File: src/rtl/pulse_swallow_ctl.sv
module pulse_swallow_ctl #(
  parameter int AW = 3,
  parameter int MW = 11
) (
  input  logic          clk,
  input  logic          hold,
  input  logic [AW-1:0] a_val,
  input  logic [MW-1:0] m_val,
  output logic          mod_hi,
  output logic          fpulse,
  output logic          cfg_err
);
  localparam int CW = MW + 1;

  logic          run;
  logic [MW-1:0] m_cnt;
  logic [AW-1:0] a_cnt;
  logic [MW-1:0] m_eff;
  logic [MW-1:0] a_wide;
  logic [AW-1:0] a_eff;
  logic          reload;

  assign m_eff   = (m_val == '0) ? MW'(1) : m_val;
  assign a_wide  = MW'(a_val);
  assign a_eff   = (a_wide > m_eff) ? m_eff[AW-1:0] : a_val;
  assign cfg_err = (a_wide > m_val) | (m_val == '0);

  assign fpulse  = run & (m_cnt == '0);
  assign mod_hi  = run & (a_cnt != '0);
  assign reload  = hold | fpulse;

  always_ff @(posedge clk) begin
    run <= ~hold;
    if (reload) begin
      m_cnt <= m_eff - MW'(1);
      a_cnt <= a_eff;
    end else if (run) begin
      m_cnt <= m_cnt - MW'(1);
      if (a_cnt != '0) a_cnt <= a_cnt - AW'(1);
    end
  end

  assert_hold_quiet_R1: assert property (@(posedge clk) disable iff (hold)
    $past(hold) |-> (!fpulse && !mod_hi));

  assert_single_pulse_R2: assert property (@(posedge clk) disable iff (hold)
    (fpulse && m_val > MW'(1)) |=> !fpulse);

  assert_swallow_order_R3: assert property (@(posedge clk) disable iff (hold)
    (run && !mod_hi && !fpulse) |=> !mod_hi);

  assert_cnt_bound_R6: assert property (@(posedge clk) disable iff (hold)
    run |-> (CW'(a_cnt) <= CW'(m_cnt) + CW'(1)));

endmodule

File: config.mk
export PLATFORM = sky130hd
export DESIGN_NAME = pulse_swallow_ctl
export DESIGN_NICKNAME = d
export VERILOG_FILES = /design/src/rtl/pulse_swallow_ctl.sv
export SDC_FILE = /design/constraint.sdc
export NUM_CORES = 1
export LEC_CHECK = 0
export ABC_AREA = 1
export BUFFER_PORTS_ARGS = -buffer_cell sky130_fd_sc_hd__buf_2
export CORE_MARGIN = 10
export CORE_UTILIZATION = 57
export CTS_CLUSTER_SIZE = 28
export DETAILED_ROUTE_END_ITERATION = 10
export GPL_TIMING_DRIVEN = 0
export PLACE_DENSITY = 0.79
export SLEW_MARGIN = 20
export SYNTH_ARGS = -nofsm -noshare
export SYNTH_HDL_FRONTEND = slang
export SYNTH_SLANG_ARGS = --single-unit
File: constraint.sdc
create_clock -name clk -period 2.25 [get_ports clk]
set_clock_uncertainty 0.05 [all_clocks]
set_input_delay 0.45 -clock clk [delete_from_list [all_inputs] [get_ports clk]]
set_output_delay 0.45 -clock clk [all_outputs]
set_load 0.02 [all_outputs]
Yosys cells after proc, flatten, opt, wreduce, memory -nomap -nowiden
Cells that the tools add are included.
Word-level totals
  bits in registers: 15
  output and inout port bits: 3
  word-level logic and storage cells: 26
Operators by class
  add/subtract/negate cells: 3
  $lt $le $gt $ge: 2
  muxes and demuxes: 7
  bitwise operators: 5
  reductions and logical operators: 6
Operators with widths (number)
  2-to-1 mux 11 bit: 3
  greater-than comparator 3 x 11 -> 1 bit: 2
  logical NOT 11 bit: 2
  subtractor 11 x 1 -> 11 bit (second input constant): 2
  2-to-1 mux 3 bit: 4
  nonzero test 2 bit: 2
  nonzero test 3 bit: 1
  subtractor 3 x 1 -> 3 bit (second input constant): 1
  bitwise AND 1 bit: 2
  OR 1 bit: 2
  AND reduction 2 bit: 1
  inverter 1 bit: 1

Longest topological paths before layout
Gate-level depths: netlist of the first run.
  depth after elaboration: 5
  gate-level depth with buffers: 15

Worst setup path before layout of the first run
No wires, ideal clock.
  kind: register -> register
  start: reg m_cnt[6]
  end: reg m_cnt[8], data pin
  data arrival time: 1760 ps
  required time: 1948 ps
  setup slack: 187 ps
  cell stages (with the launch flop): 16
  period minus slack after synthesis: 2063 ps
  path through: edfxtp_1 -> inv_1 -> nand2_1 -> nor2_2 -> nand3_4 -> nand2_8 -> inv_2 -> nand2_1 -> nand2_1 -> inv_1 -> ha_1 -> nand2_1 -> nor2_4 -> nand2_1 -> nand2_1 -> nand2_1
Between the ends
  cells in the longest elaborated chain, start to end: 4
RTL lines
  start: declaration: RTL line 16  | logic [MW-1:0] m_cnt;
  start signal: assignment: RTL line 35  | m_cnt <= m_eff - MW'(1);
  start signal: assignment: RTL line 38  | m_cnt <= m_cnt - MW'(1);
  branches (longest 3 deep; another with subtractor 11 x 1 -> 11 bit)
  2-to-1 mux 11 bit *: RTL line 34  | if (reload) begin
Mark *: on every way between the ends. The select of a mux whose other input is x is not followed.
A chain may end at the register's enable or synchronous reset.

Final worst setup path of the first run
  start: reg m_cnt[0]
  end: reg m_cnt[8], data pin
The elaborated chain is that of the path after synthesis.

==> impl_summary.md, run 1 <==
Route
The routed wire length is 2980 um. The first TritonRoute pass finished after 4 iterations. The mean routed wirelength per cell is 12.6 um. The antenna violation net count after detailed routing is 0. For this run, design rule violations remaining after detail routing come to 0. Dividing the detail-routed via count by the number of cells gives 5.08.

The number of DRC violations after detailed-routing iteration 0 is 64. The number of vias in the routed layout is 1198.

Global routing
The wire length of the first global-routing pass is 4630 um. The total track usage is 12.9%. The met3 usage is 3.06%. Global routing consumed, on the met2 layer, 20.6% of the routing resources. Global routing used 16.0% of the available met1 tracks. The global route total overflow is 0. The via count of the first global-routing pass is 1075. The initial antenna violation count came to 0. Entering global routing, the biggest net connects 12 pins. The busiest layer in global routing is met2.

Synth
The post-synthesis instance area is 1340 um2. Sorting the synthesized cells by area gives the leading types as sky130_fd_sc_hd__edfxtp_1 (31%), sky130_fd_sc_hd__nand2_1 (13%), sky130_fd_sc_hd__inv_1 (10%). The average size of a mapped cell is 7.51 um2. The post-synthesis cell count is 179. sky130_fd_sc_hd__nand2_1 is the most common cell in the netlist. The number of synthesized flops with an enable pin is 14. The most used flip-flop cell after synthesis is sky130_fd_sc_hd__edfxtp_1.

The number of nets handed over by synthesis was 204. In the synthesized netlist the async set-or-reset flop fraction comes to 0%. Yosys printed 0 warnings. The number of distinct library cell variants in the gate-level netlist after synthesis is 24. Sorting the synthesized cells by how often they occur yields sky130_fd_sc_hd__nand2_1 (47), sky130_fd_sc_hd__inv_1 (37), sky130_fd_sc_hd__nand3_1 (16). The part of the Yosys area used for sequential elements is 32.8%. The area fraction of the dominant cell type after synthesis is 31.3%.

The synthesized design contains 15 register bits. The cell type with the highest aggregate area in the netlist is sky130_fd_sc_hd__edfxtp_1.

Die
In this run the horizontal extent of the chip is 68.6 um. The die is 68.6 um tall. The number of I/O pins is 19. The standard-cell row count is 17. The core region is 2230 um2. The floorplan step defined a die boundary enclosing 4700 um2. The effective utilization at floorplan is 60.2%.

Place
In this run the cell area measured after placement is 1470 um2. The count of buffers added on input and output ports is 18. At the placement stage, the worst setup path has a slack of -95.7 ps. The placed instance count is 225.

The detailed placement HPWL is 2300 um. Routability-driven placement finished with a final weighted congestion of 0.879.

Power and ir drop
The leakage power of the design is 0.810 nW. Across the VDD grid, the largest voltage drop is 0.319 mV. Power comes to 0.769 mW.

Power spread over the standard cell area amounts to 488 nW/um2.

Layout
Counting the fill cells in the layout gives 179. The area of all placed cells without fillers is 1570 um2. The share of post-route cells with drive strength above 1 is 28.4%. The net count of the finished layout is 234.

The diode insertion count for antenna repair is 0. The post-layout instance count excluding filler cells is 236. The area growth from synthesis to layout is 17.1%.

Once layout is complete, the utilization of the core stands at 70.5%.

Setup path
The element type at the critical path end is a flip-flop. At the worst endpoint, the required time is 2260 ps. For the worst setup path, the data arrival time is 2160 ps. For this run, the slowest stage of the critical path takes 400 ps.

The cell family contributing the most delay on the critical path is simple AND/OR/NAND/NOR gates. Along the worst path, the maximum fanout reaches 5. The slowest cell on the critical path is sky130_fd_sc_hd__edfxtp_1. The kind of critical path is reg2reg. The dominant cell type by count on the critical path is sky130_fd_sc_hd__nand2_1. The critical path runs through a total of 15 cells. Counting cells, the worst reg-to-reg path comes to 15. The worst setup path is launched from a flip-flop.

Together, buffers and inverters on the worst path number 3. The signal on the critical path passes through inv_1, nand2_1, nor2_4, nand3_4, nand2_8, inv_2, nand2_1, nand2_2, inv_2, ha_4, nand2_1, nor2_4, nand2_1, nand2_1, nand2_1.

Min path
The cell depth of the worst min-delay path is 2. The worst hold path belongs to the class in2reg.

Timing
The slack of the critical path is 99.4 ps. The number of setup violations in the final report is 0. Setup repair after global routing could not meet its margin everywhere. Adding up every negative setup slack in the final design gives 0 ps. The transition time of the tightest slew-check pin is 480 ps.

The minimum hold slack is 367 ps. The final critical delay including setup and external delays is 2150 ps. The maximum operating frequency is 0.465 GHz.

The final-report hold violation count is 0. In this run the tightest slew margin relative to its limit is 67.9%. The max-slew violation count is 0. The worst path uses 95.6% of the clock period.

Clock network
The clock sink count is 15. The latest clock arrival within the worst-skew pair is 300 ps. The clock slew at the register clock pins of the worst setup and hold paths is 90 ps.

The deepest clock path buffer count is 2. In this run, CTS created clock tree buffers numbering 3. In this run the clock root is driven by a sky130_fd_sc_hd__clkbuf_4. CTS built an H-tree with a depth of 1. The CTS tree is yes.

Job
Across the run, the number of max-cap violations was 0.

Status
The flow ran to the end, and the final reports show no timing, DRC or antenna violations.
-- power breakdown --
part           total [mW]  internal [mW]  switching (mW)  leakage [nW]
clock               0.161         0.0664          0.0943        0.0177
sequential          0.361          0.349          0.0119         0.148
combinational       0.247         0.0925           0.154         0.645
total               0.769          0.508           0.260         0.810
-- flip-flops by register name, indices dropped and copies added (netlist names) --
signal	cells
run	1
m_cnt	11
a_cnt	3
-- cell usage in the layout, fill, tap and decap left out --
cell,synthesis,final
sky130_fd_sc_hd__clkinv_2,0,1
sky130_fd_sc_hd__xnor2_1,3,3
sky130_fd_sc_hd__nand2_4,2,2
sky130_fd_sc_hd__nor2_1,5,4
sky130_fd_sc_hd__o21ai_0,7,7
sky130_fd_sc_hd__inv_1,37,36
sky130_fd_sc_hd__nand4_1,4,4
sky130_fd_sc_hd__and3_2,1,1
sky130_fd_sc_hd__buf_4,0,7
sky130_fd_sc_hd__nor2_4,4,5
sky130_fd_sc_hd__inv_2,3,4
sky130_fd_sc_hd__nor2_2,4,4
sky130_fd_sc_hd__a21oi_1,6,6
sky130_fd_sc_hd__edfxtp_1,14,14
sky130_fd_sc_hd__nand2_2,7,9
sky130_fd_sc_hd__o21ai_2,1,1
sky130_fd_sc_hd__buf_12,1,1
sky130_fd_sc_hd__o211ai_1,1,1
sky130_fd_sc_hd__buf_2,0,18
sky130_fd_sc_hd__nand3_4,1,1
sky130_fd_sc_hd__ha_1,9,8
sky130_fd_sc_hd__xor2_1,3,3
sky130_fd_sc_hd__dfxtp_1,1,1
sky130_fd_sc_hd__nand2_8,1,1
sky130_fd_sc_hd__clkbuf_4,0,3
sky130_fd_sc_hd__nand3_1,16,16
sky130_fd_sc_hd__nor3_1,1,1
sky130_fd_sc_hd__ha_4,0,1
sky130_fd_sc_hd__nand2_1,47,45
-- cell families after synthesis --
group | count (synthesis) | share of synthesized area (%)
AO/OA/AOI/OAI | 15 | 6.05
XOR/XNOR | 6 | 3.91
adder cells (fa/ha/maj) | 9 | 8.38
buffers and inverters | 41 | 12.7
flip-flops | 15 | 32.8
AND/OR/NAND/NOR | 93 | 36.2
-- metal layers --
metal	vias up	wire [um]
li1	623	-
met1	539	1260
met2	29	1460
met3	7	191
met4	0	66
met5	-	0
-- final timing paths --
path / start / slack, ps / endpoint
setup reg to reg: m_cnt[0] / 100 / m_cnt[8]
hold reg to reg: a_cnt[0] / 560 / a_cnt[0]
setup / recovery: m_cnt[0] / 100 / m_cnt[8]
hold / removal: hold / 370 / run
-- final cells by class --
cell class                 count  area, um2  area share, %
inverter                      40        150           9.54
buffer                         1       20.0           1.27
timing repair buffer          25        143           9.06
clock inverter                 1       5.00          0.318
multi-input combinational    123        758           48.2
tap                           28       35.0           2.23
sequential                    15        440           28.0
clock buffer                   3       22.5           1.43
-- what timing repair did --
item,4_1_cts,5_1_grt
setup endpoints to repair,2,4
pin swaps,0,4
resized for setup,3,4
hold buffers,0,0
buffers inserted,1,6
cloned,0,0
(Power assumes the default switching activity.)
==> run 2: changes to the inputs <==
ABC_AREA = 0   (was 1)
CORE_UTILIZATION = 56   (was 57)
==> impl_summary.md, run 2 <==
Status
The flow ran to the end, but the final reports show violations. The checks that failed: negative setup slack.

Setup path
The slowest cell on the critical path is sky130_fd_sc_hd__edfxtp_1. STA classifies the critical path startpoint as a flip-flop. The setup slack of the most critical reg-to-reg path is -1100 ps (-1200 ps). The worst stage delay on the critical path is 460 ps (+60 ps). The element type at the critical path end is a flip-flop. The signal on the critical path passes through nor4_4, a41o_2, buf_8, mux2i_4, ha_4, or4b_4, a41o_1, o211ai_4, buf_4, nand3b_1, xor2_1, mux2i_1. The worst endpoint data arrival time is 3340 ps (+1180 ps).

The worst register-to-register path ends at m_cnt[6]. The kind of critical path is reg2reg. The largest fanout of any net on the critical path is 5 (unchanged). In this run the critical register-to-register path is launched from m_cnt[5]. The logic depth of the worst register-to-register path is 12 (-3).

The required time of the critical path is 2240 ps (-20 ps).

Clock network
The clock slew at the register clock pins of the worst setup and hold paths is 100 ps (about the same). The root buffer selected by CTS is sky130_fd_sc_hd__clkbuf_4. The number of buffers inserted by hold repair at cts is 0 (unchanged). The number of levels the H-tree was split into came to 1 (unchanged). The clock sink count is 15 (unchanged). The latest clock arrival within the worst-skew pair was 290 ps (about the same). The total clock buffers created by CTS is 3 (unchanged).

The deepest clock path buffer count came to 2 (unchanged). The CTS tree is yes.

Job
The number of maximum-capacitance constraint violations is 0 (unchanged).

Timing
The final critical delay including setup and external delays came to 3350 ps (+1200 ps). The headroom to the max-slew limit was 67.6% (-0.35 points). The maximum operating frequency is 0.298 GHz (-36%).

The transition time of the tightest slew-check pin was 485 ps (+5.40 ps). The final-report hold violation count is 0 (unchanged). The max-slew violation count came to 0 (unchanged). The slack of the critical path is -1100 ps (-1200 ps).

The number of setup violations in the final report is 6 (+6). Setup repair after global routing could not meet its margin everywhere. The share of the clock period used by the worst path is 149% (+54 points).

Global routing
The total track usage is 16.0% (+3.1 points). The initial antenna violation count is 0 (unchanged). The wire length of the first global-routing pass was 5710 um (+23%). The via count of the first global-routing pass is 1240 (+15%).

The largest net degree at the start of global routing is 12 (unchanged). The global route total overflow was 0 (unchanged).

Route
The routed wire length came to 3800 um (+28%). The number of design rule violations left after detail routing was 0 (unchanged). The mean routed wirelength per cell was 19.6 um (+55%). The number of DRC violations after detailed-routing iteration 0 came to 89 (+39%). The antenna violation net count after detailed routing is 0 (unchanged). The number of vias per cell is 6.15 (+21%). The detailed-router iteration count before antenna repair is 5 (+1).

The number of vias in the routed layout is 1193 (-0.42%).

Synth
The flop and latch count out of synthesis is 15 (unchanged). The number of distinct library cell variants in the gate-level netlist after synthesis is 43 (+79%). For this run, the leading register cell type out of synthesis is sky130_fd_sc_hd__edfxtp_1. After synthesis, the cell types taking the most area are sky130_fd_sc_hd__edfxtp_1 (33%), sky130_fd_sc_hd__ha_1 (8.8%), sky130_fd_sc_hd__mux2i_1 (8.6%). The post-synthesis cell count is 128 (-28%).

By instance count, the leading cell after synthesis is sky130_fd_sc_hd__edfxtp_1. The post-synthesis instance area is 1280 um2 (-4.4%). The total of warnings raised by yosys is 0 (unchanged). The part of the Yosys area used for sequential elements is 34.3% (+1.5 points). The area fraction of the dominant cell type after synthesis is 32.7% (+1.4 points).

The share of async-settable or async-resettable flops after synthesis was 0% (unchanged). The cell type with the highest aggregate area in the netlist is sky130_fd_sc_hd__edfxtp_1. The number of nets produced by synthesis is 153 (-25%). The average size of a mapped cell is 10.0 um2 (+34%). The number of synthesized flops with an enable pin is 14 (unchanged). Sorting the synthesized cells by how often they occur yields sky130_fd_sc_hd__edfxtp_1 (14), sky130_fd_sc_hd__inv_1 (13), sky130_fd_sc_hd__mux2i_1 (11).

Die
The die span in y was 67.9 um (-0.96%). The standard-cell row count is 17 (unchanged). The effective utilization at floorplan is 58.7% (-1.5 points). The core area came to 2190 um2 (-1.9%). The width of the chip is 67.9 um (-0.96%). The number of I/O pins came to 19 (unchanged). The area of the die came to 4610 um2 (-1.9%).

Place
The placer's final routability congestion estimate is 0.855 (-2.8%). The placed instance count is 174 (-23%). The detailed placement HPWL is 2230 um (-2.8%).

The port buffer count is 18 (unchanged).

Layout
In the final layout, the registers with the most flip-flops are m_cnt: 11 flops, a_cnt: 3 flops, run: 1 flops. Relative to the synthesized area, the layout overhead comes to 33.4%. The area of combinational cells with multiple inputs is 925 um2 (+22%).

The diode insertion count for antenna repair is 0 (unchanged). The share of post-route cells with drive strength above 1 is 39.2% (+11 points). The utilization after layout is 78.2% (+7.8 points). The sequential standard cell area is 440 um2 (unchanged).

The largest register by flop count is m_cnt. The post-layout instance count excluding filler cells is 194 (-18%). The number of fillers in the final layout is 135 (-25%).

The library cells used most frequently in the layout, excluding fill and tap cells, are sky130_fd_sc_hd__buf_2 (17), sky130_fd_sc_hd__buf_4 (17), sky130_fd_sc_hd__edfxtp_1 (14). The flip-flop count of the largest register, all copies and words added is 11 (unchanged). The final net count is 192 (-18%).

Power and ir drop
The power density of the placed cells came to 505 nW/um2 (+3.4%). The leakage power of the design came to 0.705 nW (-13%). The worst ir drop on vdd is 0.526 mV (+65%). The power consumption is 0.866 mW (+13%).

Min path
The worst-case hold path end point is run. The cell depth of the worst min-delay path is 2 (unchanged). In this run the worst hold path is classified as in2reg.

The startpoint identified for the worst hold timing path is hold.
run 2: layout make-up:
class                           instances  share of cell area, %
Buffer                                  1                  0.876
Timing Repair Buffer                   35                   13.1
Sequential cell                        15                   25.7
Inverter                               13                   2.85
Multi-Input combinational cell         98                   53.9
Clock buffer                            4                   1.53
Tap cell                               28                   2.04
run 2: routing by layer:
metal / GRT usage (%) / up-vias / wire length, um
met5: 0 / - / 0
met4: 5.03 / 0 / 95
met3: 4.08 / 15 / 279
met2: 29.8 / 57 / 2030
met1: 17.1 / 574 / 1400
li1: - / 547 / -
run 2: kinds of logic (layout without fill, tap and decap cells):
logic type | after synthesis | count (layout) | synth area share, %
AND/OR/NAND/NOR | 43 | 43 | 22.2
AO/OA/AOI/OAI | 19 | 19 | 10.6
XOR/XNOR | 15 | 15 | 10.2
flip-flops | 15 | 15 | 34.3
buffers and inverters | 15 | 53 | 4.48
multiplexers | 12 | 12 | 9.45
adder cells (fa/ha/maj) | 9 | 9 | 8.76
run 2: how the worst max path moves through the flow:
stage                 to     start  slack, ps  cells past startpoint
2_1_floorplan  m_cnt[10]  m_cnt[5]       -980                     11
3_3_place_gp   m_cnt[10]  m_cnt[5]      -1230                     11
3_5_place_dp   m_cnt[10]  m_cnt[5]      -1310                     11
4_1_cts        m_cnt[10]  m_cnt[8]       -920                     11
5_1_grt         m_cnt[6]  m_cnt[5]      -1270                     13
6_report        m_cnt[6]  m_cnt[5]      -1100                     12
run 2: timing repair:
item / in CTS / in global routing
setup endpoints to repair: 11 / 12
setup buffers: 12 / 6
resized for setup: 13 / 15
hold endpoints to repair: 0 / 0
pin swaps: 5 / 11
run 2: where the power goes:
group | switching (mW) | internal [mW] | total [mW] | leakage (nW)
Combinational | 0.156 | 0.141 | 0.296 | 0.538
Clock | 0.0964 | 0.0690 | 0.165 | 0.0150
Sequential | 0.0449 | 0.359 | 0.404 | 0.152
Total | 0.297 | 0.569 | 0.866 | 0.705
run 2: worst max-delay path: cells and delay by family (launching register included):
family | cells | cell delay, ps
xor+xnor | 1 | 180
fa+ha+maj | 1 | 160
flops | 1 | 460
mux | 2 | 350
buf+inv | 2 | 300
simple gates | 3 | 960
compound gates | 3 | 640
run 2: metrics by stage:
step,worst slack [ps],cell area (um2),hold slack [ps],setup TNS [ps]
after global routing,-1270,1710,492,-5320
final,-1100,1710,463,-4140
after detailed placement,-1310,1430,596,-6080
after CTS,-918,1620,415,-3310
after floorplan,-983,1300,497,-3110
after global placement,-1230,1430,580,-5410
==> run 3: changes to the inputs <==
PLACE_DENSITY = unset   (was 0.79)
PLACE_DENSITY_LB_ADDON = 0.1   (was unset)
==> impl_summary.md, run 3 (synthesis gave the netlist of run 2 again) <==
Status
The flow ran to the end, but the final reports show violations. The final reports fail on negative setup slack.

Die
The die span in y came to 67.9 um (unchanged). The area of the die is 4610 um2 (unchanged). The standard-cell row count is 17 (unchanged). The core area is 2190 um2 (unchanged). The width of the chip is 67.9 um (unchanged). The number of I/O pins is 19 (unchanged).

The effective utilization at floorplan is 58.7% (unchanged).

Power and ir drop
The power density of the placed cells is 498 nW/um2 (-1.3%). The leakage power of the design is 0.784 nW (+11%). The worst ir drop on vdd is 0.398 mV (-24%).

Clock network
The number of buffers inserted by hold repair at cts is 0 (unchanged). The total clock buffers created by CTS came to 3 (unchanged). The deepest clock path buffer count is 2 (unchanged). The clock sink count is 15 (unchanged). TritonCTS built the clock tree. The clock slew at the register clock pins of the worst setup and hold paths is 110 ps (about the same). The root buffer selected by CTS is sky130_fd_sc_hd__clkbuf_4.

The number of levels the H-tree was split into was 1 (unchanged). The latest clock arrival within the worst-skew pair is 310 ps (+20 ps).

Global routing
The initial antenna violation count is 0 (unchanged). The via count of the first global-routing pass was 1057 (-15%). The largest net degree at the start of global routing is 12 (unchanged). The total track usage is 13.8% (-2.1 points). The wire length of the first global-routing pass is 4910 um (-14%).

The global route total overflow is 0 (unchanged).

Route
The detailed-router iteration count before antenna repair is 4 (-1). The antenna violation net count after detailed routing is 0 (unchanged). The mean routed wirelength per cell was 20.7 um (+5.5%).

The routed wire length was 4320 um (+14%). The number of vias in the routed layout is 1266 (+6.1%). The number of DRC violations after detailed-routing iteration 0 is 84 (-5.6%).

The number of vias per cell was 6.06 (-1.5%). The number of design rule violations left after detail routing is 0 (unchanged).

Layout
The sequential standard cell area is 440 um2 (unchanged). The area of combinational cells with multiple inputs is 918 um2 (-0.68%). The synthesis-to-finish area growth is 44.0%. The final net count is 207 (+7.8%). The share of post-route cells with drive strength above 1 was 43.6% (+4.5 points). The flip-flop count of the largest register, all copies and words added is 11 (unchanged). The largest register by flop count is m_cnt. The diode insertion count for antenna repair is 0 (unchanged).

In the final layout, the registers with the most flip-flops are m_cnt: 11 flops, a_cnt: 3 flops, run: 1 flops. In the layout the commonest cells are sky130_fd_sc_hd__buf_4 (24), sky130_fd_sc_hd__buf_2 (17), sky130_fd_sc_hd__edfxtp_1 (14). The number of fillers in the final layout was 121 (-10%). The library cell used most frequently in the layout, excluding fill and tap cells, is sky130_fd_sc_hd__buf_4.

Setup path
The logic depth of the worst register-to-register path was 12 (unchanged). The number of stages on the worst setup path is 12 (unchanged). The kind of cell with the highest combined delay along the critical path is simple AND/OR/NAND/NOR gates. The number of buffer and inverter stages on the critical path is 2 (unchanged). The required time of the critical path is 2280 ps (+40 ps).

The slowest cell on the critical path is sky130_fd_sc_hd__edfxtp_1. The worst stage delay on the critical path is 510 ps (+50 ps). The largest fanout of any net on the critical path is 4 (-1).

STA classifies the critical path startpoint as a flip-flop. Traced cell by cell, the critical path runs through nor4_4, a41o_2, buf_8, mux2i_4, ha_2, buf_4, nor3b_1, nand2b_1, o211ai_4, nand4b_1, xnor2_1, mux2_2. The worst endpoint data arrival time is 3440 ps (+100 ps).

The worst setup path is of the reg2reg kind. The worst setup path is captured at a flip-flop.

Timing
The transition time of the tightest slew-check pin is 486 ps (+0.735 ps). The headroom to the max-slew limit is 67.5% (about the same). The final critical delay including setup and external delays is 3410 ps (+53.8 ps). The final-report hold violation count is 0 (unchanged). The summed negative setup slack over all endpoints is -5920 ps (-1770 ps). Setup repair after global routing could not meet its margin everywhere. The maximum operating frequency was 0.293 GHz (-1.6%).

The share of the clock period used by the worst path is 152% (+2.4 points). The max-slew violation count came to 0 (unchanged). The slack of the critical path was -1160 ps (-53.8 ps). The number of setup violations in the final report is 9 (+3).

Min path
The class of the worst hold path is in2reg. The cell depth of the worst min-delay path is 2 (unchanged).

Place
The post-placement worst setup slack was -1270 ps (+36.4 ps). The placer's final routability congestion estimate is 0.816 (-4.5%). The detailed placement HPWL is 2110 um (-5.7%). The port buffer count is 18 (unchanged).

Job
The number of maximum-capacitance constraint violations is 0 (unchanged).
[run 3: cell types whose count changed in the layout (fill, tap and decap cells not counted), sizes merged]
cell / previous run / this run
buf: 36 / 51
[run 3: power by group]
part	leakage, nW	switching [mW]	internal [mW]
clock network	0.0150	0.106	0.0694
registers	0.152	0.0448	0.359
logic	0.617	0.170	0.173
total	0.784	0.321	0.601
[run 3: cell type report]
type,count,share of cell area [%]
Clock buffer,4,1.42
Sequential cell,15,23.8
Tap cell,28,1.89
Multi-Input combinational cell,98,49.6
Timing Repair Buffer,50,19.8
Buffer,1,0.811
Inverter,13,2.64
[run 3: worst paths after layout]
check	start	to	slack, ps
min reg2reg	m_cnt[9]	m_cnt[9]	690
min	hold	run	460
max reg2reg	m_cnt[6]	m_cnt[10]	-1160
max	m_cnt[6]	m_cnt[10]	-1160
[run 3: worst reg2reg max path, delay by kind of cell (launching register included)]
family          cells  cell delay [ps]
xor+xnor            1              160
fa+ha+maj           1              220
compound gates      2              530
mux                 2              480
flops               1              510
buf+inv             2              230
simple gates        4              990
[run 3: what timing repair did]
action                     CTS  global route
hold endpoints to repair     0             0
pin swaps                    7            15
buffers inserted            10            22
gates cloned                 0             0
resized for setup           10            24
setup endpoints to repair   10            11
[run 3: routing by layer]
metal / track usage (%) / part of all wire (%) / up-vias
met5: 0 / 0 / -
met4: 5.53 / 4.9 / 0
li1: - / - / 574
met3: 3.26 / 6.1 / 17
met2: 22.7 / 49 / 58
met1: 17.1 / 40 / 617
[run 3: through the flow]
stage	std cells	power, mW	hold slack, ps	util [%]	instance area, um2
2_1_floorplan	128	0.548	497	-	1300
3_3_place_gp	174	0.602	578	65.0	1430
3_5_place_dp	174	0.611	596	65.0	1430
4_1_cts	187	0.808	401	72.0	1580
5_1_grt	209	0.966	459	84.5	1850
6_report	209	0.922	458	84.5	1850
